File: config.mk
export PLATFORM = sky130hd
export DESIGN_NAME = raw_stall_unit
export DESIGN_NICKNAME = d
export VERILOG_FILES = /design/src/rtl/raw_stall_pkg.sv /design/src/rtl/rs_op_decode.sv /design/src/rtl/rs_stage_track.sv /design/src/rtl/rs_hazard_cmp.sv /design/src/rtl/raw_stall_unit.sv
export SDC_FILE = /design/constraint.sdc
export NUM_CORES = 1
export LEC_CHECK = 0
export BUFFER_PORTS_ARGS = -buffer_cell sky130_fd_sc_hd__buf_4
export CAP_MARGIN = 0
export CORE_MARGIN = 3
export CORE_UTILIZATION = 53
export CTS_CLUSTER_SIZE = 25
export DETAILED_ROUTE_END_ITERATION = 10
export PLACE_DENSITY_LB_ADDON = 0.05
export SLEW_MARGIN = 10
export SYNTH_ARGS = -nofsm -noshare
export SYNTH_HDL_FRONTEND = slang
export SYNTH_HIERARCHICAL = 1
export SYNTH_SLANG_ARGS = --single-unit
File: constraint.sdc
create_clock -name clk -period 2.8 [get_ports clk]
set_input_delay 0.56 -clock clk [delete_from_list [all_inputs] [get_ports clk]]
set_output_delay 0.56 -clock clk [all_outputs]
set_load 0.01 [all_outputs]
File: src/rtl/raw_stall_pkg.sv
package raw_stall_pkg;
    localparam int OPC_W = 4;

    typedef enum logic [OPC_W-1:0] {
        OPK_ALU_RR    = 4'd0,
        OPK_ALU_IMM   = 4'd1,
        OPK_LOAD      = 4'd2,
        OPK_STORE     = 4'd3,
        OPK_BRZ       = 4'd4,
        OPK_JMP       = 4'd5,
        OPK_JLINK     = 4'd6,
        OPK_JREG      = 4'd7,
        OPK_JLINK_REG = 4'd8
    } opkind_e;
endpackage

File: src/rtl/rs_op_decode.sv
module rs_op_decode
    import raw_stall_pkg::*;
#(
    parameter int REG_W = 5
) (
    input  logic [OPC_W-1:0] opc,
    input  logic [REG_W-1:0] rs,
    input  logic [REG_W-1:0] rt,
    input  logic [REG_W-1:0] rd,
    output logic             rs_en,
    output logic             rt_en,
    output logic             wr_en,
    output logic [REG_W-1:0] wr_dst
);
    localparam logic [REG_W-1:0] LINK_REG = {REG_W{1'b1}};

    logic raw_wen;
    logic unused_rs;

    assign unused_rs = ^rs;

    always_comb begin
        rs_en   = 1'b0;
        rt_en   = 1'b0;
        raw_wen = 1'b0;
        wr_dst  = '0;
        unique case (opc)
            OPK_ALU_RR:    begin rs_en = 1'b1; rt_en = 1'b1; raw_wen = 1'b1; wr_dst = rd; end
            OPK_ALU_IMM:   begin rs_en = 1'b1; raw_wen = 1'b1; wr_dst = rt; end
            OPK_LOAD:      begin rs_en = 1'b1; raw_wen = 1'b1; wr_dst = rt; end
            OPK_STORE:     begin rs_en = 1'b1; rt_en = 1'b1; end
            OPK_BRZ:       begin rs_en = 1'b1; end
            OPK_JMP:       begin end
            OPK_JLINK:     begin raw_wen = 1'b1; wr_dst = LINK_REG; end
            OPK_JREG:      begin rs_en = 1'b1; end
            OPK_JLINK_REG: begin rs_en = 1'b1; raw_wen = 1'b1; wr_dst = LINK_REG; end
            default:       begin end
        endcase
        wr_en = raw_wen && (wr_dst != '0);
    end
endmodule

File: src/rtl/rs_stage_track.sv
module rs_stage_track #(
    parameter int REG_W = 5,
    parameter int DEPTH = 3
) (
    input  logic                   clk,
    input  logic                   rst_n,
    input  logic                   bubble,
    input  logic                   in_wen,
    input  logic [REG_W-1:0]       in_dst,
    output logic [DEPTH-1:0]       out_wen,
    output logic [DEPTH*REG_W-1:0] out_dst
);
    logic [DEPTH-1:0] wen_q;
    logic [REG_W-1:0] dst_q [DEPTH];

    always_ff @(posedge clk) begin
        if (!rst_n) begin
            wen_q[0] <= 1'b0;
            dst_q[0] <= '0;
        end else if (bubble) begin
            wen_q[0] <= 1'b0;
            dst_q[0] <= '0;
        end else begin
            wen_q[0] <= in_wen;
            dst_q[0] <= in_dst;
        end
    end


    bubble_enters_ex_chk: assert property (@(posedge clk) disable iff (!rst_n)
        bubble |=> !wen_q[0]);

    generate
        for (genvar g = 0; g < DEPTH; g++) begin : g_out
            assign out_wen[g]                 = wen_q[g];
            assign out_dst[g*REG_W +: REG_W]  = dst_q[g];


            no_zero_writer_chk: assert property (@(posedge clk) disable iff (!rst_n)
                wen_q[g] |-> (dst_q[g] != '0));
        end
        for (genvar g = 1; g < DEPTH; g++) begin : g_shift
            always_ff @(posedge clk) begin
                if (!rst_n) begin
                    wen_q[g] <= 1'b0;
                    dst_q[g] <= '0;
                end else begin
                    wen_q[g] <= wen_q[g-1];
                    dst_q[g] <= dst_q[g-1];
                end
            end


            later_stage_advance_chk: assert property (@(posedge clk) disable iff (!rst_n)
                rst_n && $past(rst_n) |-> (wen_q[g] == $past(wen_q[g-1])));
        end
    endgenerate
endmodule

File: src/rtl/rs_hazard_cmp.sv
module rs_hazard_cmp #(
    parameter int REG_W = 5,
    parameter int DEPTH = 3
) (
    input  logic [REG_W-1:0]       src,
    input  logic                   src_en,
    input  logic [DEPTH-1:0]       stg_wen,
    input  logic [DEPTH*REG_W-1:0] stg_dst,
    output logic                   hit
);
    logic [DEPTH-1:0] match;

    generate
        for (genvar g = 0; g < DEPTH; g++) begin : g_cmp
            assign match[g] = stg_wen[g] && (stg_dst[g*REG_W +: REG_W] == src);
        end
    endgenerate

    assign hit = src_en && (|match);
endmodule

File: src/rtl/raw_stall_unit.sv
module raw_stall_unit
    import raw_stall_pkg::*;
#(
    parameter int REG_W = 5,
    parameter int DEPTH = 3
) (
    input  logic                   clk,
    input  logic                   rst_n,
    input  logic [OPC_W-1:0]       dec_opc,
    input  logic [REG_W-1:0]       dec_rs,
    input  logic [REG_W-1:0]       dec_rt,
    input  logic [REG_W-1:0]       dec_rd,
    output logic                   stall,
    output logic                   pc_hold,
    output logic                   fd_hold,
    output logic                   ex_bubble,
    output logic [DEPTH-1:0]       trk_wen,
    output logic [DEPTH*REG_W-1:0] trk_dst
);
    logic             rs_en, rt_en, wr_en;
    logic [REG_W-1:0] wr_dst;
    logic             hit_rs, hit_rt;

    rs_op_decode #(.REG_W(REG_W)) u_dec (
        .opc(dec_opc), .rs(dec_rs), .rt(dec_rt), .rd(dec_rd),
        .rs_en(rs_en), .rt_en(rt_en), .wr_en(wr_en), .wr_dst(wr_dst)
    );

    rs_stage_track #(.REG_W(REG_W), .DEPTH(DEPTH)) u_trk (
        .clk(clk), .rst_n(rst_n), .bubble(stall),
        .in_wen(wr_en), .in_dst(wr_dst),
        .out_wen(trk_wen), .out_dst(trk_dst)
    );

    rs_hazard_cmp #(.REG_W(REG_W), .DEPTH(DEPTH)) u_cmp_rs (
        .src(dec_rs), .src_en(rs_en), .stg_wen(trk_wen), .stg_dst(trk_dst), .hit(hit_rs)
    );

    rs_hazard_cmp #(.REG_W(REG_W), .DEPTH(DEPTH)) u_cmp_rt (
        .src(dec_rt), .src_en(rt_en), .stg_wen(trk_wen), .stg_dst(trk_dst), .hit(hit_rt)
    );

    assign stall     = hit_rs | hit_rt;
    assign pc_hold   = stall;
    assign fd_hold   = stall;
    assign ex_bubble = stall;


    stall_needs_writer_chk: assert property (@(posedge clk) disable iff (!rst_n)
        stall |-> (|trk_wen));


    reset_quiet_chk: assert property (@(posedge clk)
        !rst_n |=> (trk_wen == '0));


    jump_reads_nothing_chk: assert property (@(posedge clk) disable iff (!rst_n)
        ((dec_opc == OPK_JMP) || (dec_opc == OPK_JLINK)) |-> !stall);
endmodule

==> out/results.txt <==
Post-Syn Area per Cell: 9.899 sq um
Root Buffer: clkbuf_4
DRT iter0 DRCs: 33
CTS tree: yes
Number of gates resized after CTS: 0
FILL cells: 154
CTS Hold Buffers Added: 0
Max VDD drop: 0.3164 mV
Seq/Total Area, Yosys: 33.16%
# rows: 16
Clock share of power: 23.5%
Fin. max-slew vios: 0
Clock Skews: 1.466 ps
Setup TNS: 0 ps
Tmin final: 2508 ps
Crit path capture type: primary output
Average wire per standard cell: 14.80 microns
CTS Buf Count: 3
Critical path class: in -> out
TritonCTS Sinks: 18
Via count: 1,064
CTS H-tree lvls: 1
Via density: 5.485
Largest net degree at the start of global routing: 19
Reg-to-reg slack, setup: 870 ps
Pint: 408.0 uW
Worst Hold Class: reg -> reg
Initial antenna violation count: 0
Setup repair bufs after CTS: 0
Ant. Diodes: 0
RSZ-0062 raised after global routing: no
Die area: 0.002951 sq mm
Nets@finish: 189
Layout cells sized above 1: 40.12%
Status: finished clean
CTS Buffer Depth: 2
Worst hold slack: 538.1 ps
Total power: 578.0 uW
Fin. Hold Viols: 0
Gate power share: 25.4%
DP Wirelength: 2216 microns
Io pins: 43
Placed instance area: 0.001514 sq mm
Finished Layout Cells: 194
Placed insts: 190
Worst-path fanout max: 10
CTS clk-pin slew, worst paths: 100 ps
Vias in the first global route: 916
Final ANT Viol Nets: 0
Die W: 54.32 microns
Maxcap violations: 0
Final cycle utilization of the critical path: 89.57%
#FFs+latches synth: 18
Worst EP required: 2240 ps
GP Congestion: 0.7492
Synthesized instance count: 125
Global route total overflow: 0
Static Leak: 0.0007180 uW
NetSw: 170.0 uW
Number of buffers added on ports: 42
Die Ht: 54.32 microns
PD cells: 375.2 mW/mm^2
Core ar.: 0.002082 sq mm
Sequential power share: 51.1%
P&R area growth vs syn: 24.47%
Final setup fails: 0
Worst setup SP type: input pin
Initial Util: 59.44%
Netlist Area Pre-Place: 0.001237 sq mm
Sw Ratio: 29.41%
GRT Resource Usage Total: 20.50%
Yosys warns: 6
Final WL: 2872 microns
First-pass GRT wire length: 4250 microns
DR pass1 iterations: 4
Finished Cell Area: 0.001540 sq mm
Clock latency on the worst-skew pair: 300 ps
Max Freq: 0.3987 GHz
Unique masters post-synth: 26
Remaining DRCs: 0
Crit path arrival time: 1950 ps
-- cell type report --
class / count / area [sq um] / share of cell area (%)
sequential: 18 / 410.4 / 26.64
clock buffer: 3 / 22.52 / 1.462
tap: 27 / 33.78 / 2.193
timing repair buffer: 42 / 315.3 / 20.47
multi-input combinational: 103 / 754.5 / 48.98
clock inverter: 1 / 3.754 / 0.2437
-- flip-flops by register name, indices dropped and copies added, names as in the netlist --
signal and flops:
u_trk/dst_q 15, u_trk/out_wen 3
-- cell usage in the layout, fill, tap and decap left out, types with 2 or more instances in the layout --
cell | Yosys | final
buf_4 | 3 | 42
xor2_1 | 25 | 25
dfxtp_1 | 13 | 13
nor2_1 | 11 | 11
and2_2 | 8 | 8
nor4_1 | 6 | 6
xnor2_1 | 6 | 6
nand4_1 | 6 | 6
nand2_1 | 6 | 6
and3b_2 | 6 | 6
o21ai_2 | 5 | 5
edfxtp_1 | 5 | 5
conb_1 | 1 | 5
o32a_1 | 4 | 4
and2_1 | 4 | 4
clkbuf_4 | 0 | 3
nand3_1 | 2 | 2
nor3_1 | 2 | 2
-- through the flow --
step	setup WS [ps]	utilization (%)
global placement	378.9	72.72
floorplan	571.5	-
detailed placement	319.6	72.72
finish	292.1	73.98
global route	149.9	73.98
CTS	317.1	73.98
-- critical path, cell delays in order --
cell and delay, ps:
buf_4 130, xor2_1 160, nor4_1 410, nand4_1 150
nand3_1 100, or2_1 250, buf_4 180
-- cells in the mapped netlist --
| library cell | number | area share, % |
|---|---|---|
| nand3_1 | 2 | 0.81 |
| nor2_1 | 11 | 3.3 |
| buf_12 | 1 | 1.6 |
| nand2b_4 | 1 | 1.1 |
| and3b_2 | 6 | 4.9 |
| xnor2_1 | 6 | 4.2 |
| nand2_1 | 6 | 1.8 |
| or2_1 | 1 | 0.51 |
| o32a_2 | 1 | 0.91 |
| a211o_1 | 1 | 0.71 |
| xor2_1 | 25 | 18 |
| nor3_1 | 2 | 0.81 |
| edfxtp_1 | 5 | 12 |
| a21boi_1 | 1 | 0.61 |
| nor4_1 | 6 | 3.0 |
| nand4_1 | 6 | 3.0 |
| and2_1 | 4 | 2.0 |
| dfxtp_1 | 13 | 21 |
| and2_2 | 8 | 4.9 |
| buf_6 | 4 | 3.6 |
| o21ai_2 | 5 | 3.5 |
| o21ai_0 | 1 | 0.40 |
| o32a_1 | 4 | 3.2 |
| conb_1 | 1 | 0.30 |
| nor4b_4 | 1 | 1.9 |
| buf_4 | 3 | 1.8 |
-- final timing paths --
check | from | endpoint | cells after the start
worst max-delay path | dec_rs[4] | fd_hold | 7
worst min-delay path | u_trk/out_wen[1]$_SDFF_PN0_ | u_trk/out_wen[2]$_SDFF_PN0_ | 1
worst max register to register | u_trk/dst_q[2][4]$_SDFF_PN0_ | u_trk/dst_q[0][3]$_SDFFCE_PN0P_ | 6
worst min register to register | u_trk/out_wen[1]$_SDFF_PN0_ | u_trk/out_wen[2]$_SDFF_PN0_ | 1
-- power by group through the flow --
stage | combinational (uW) | clock, uW | sequential, uW
after floorplan | 82.1 | 0 | 304
after global placement | 141 | 0 | 301
after detailed placement | 145 | 0 | 301
after CTS | 146 | 138 | 295
after global routing | 158 | 148 | 297
final | 147 | 136 | 295
-- kinds of logic after synthesis --
| family | after synthesis | share of synthesized area [%] |
|---|---|---|
| xor+xnor | 31 | 21.94 |
| compound gates | 13 | 9.403 |
| flops | 18 | 33.16 |
| buf+inv | 8 | 7.078 |
| simple gates | 54 | 28.11 |
| other cells | 1 | 0.3030 |
-- routing by layer --
layer  share of wire [%]  up-vias  global-route usage (%)  wire length [microns]
li1                    -      513                       -                      -
met1                  43      488                   25.97                   1248
met2                  46       55                   32.67                   1318
met3                 9.3        8                   6.267                    266
met4                 1.3        0                   7.469                     38
met5                   0        -                       0                      0
Power figures use the tool's default switching activity.
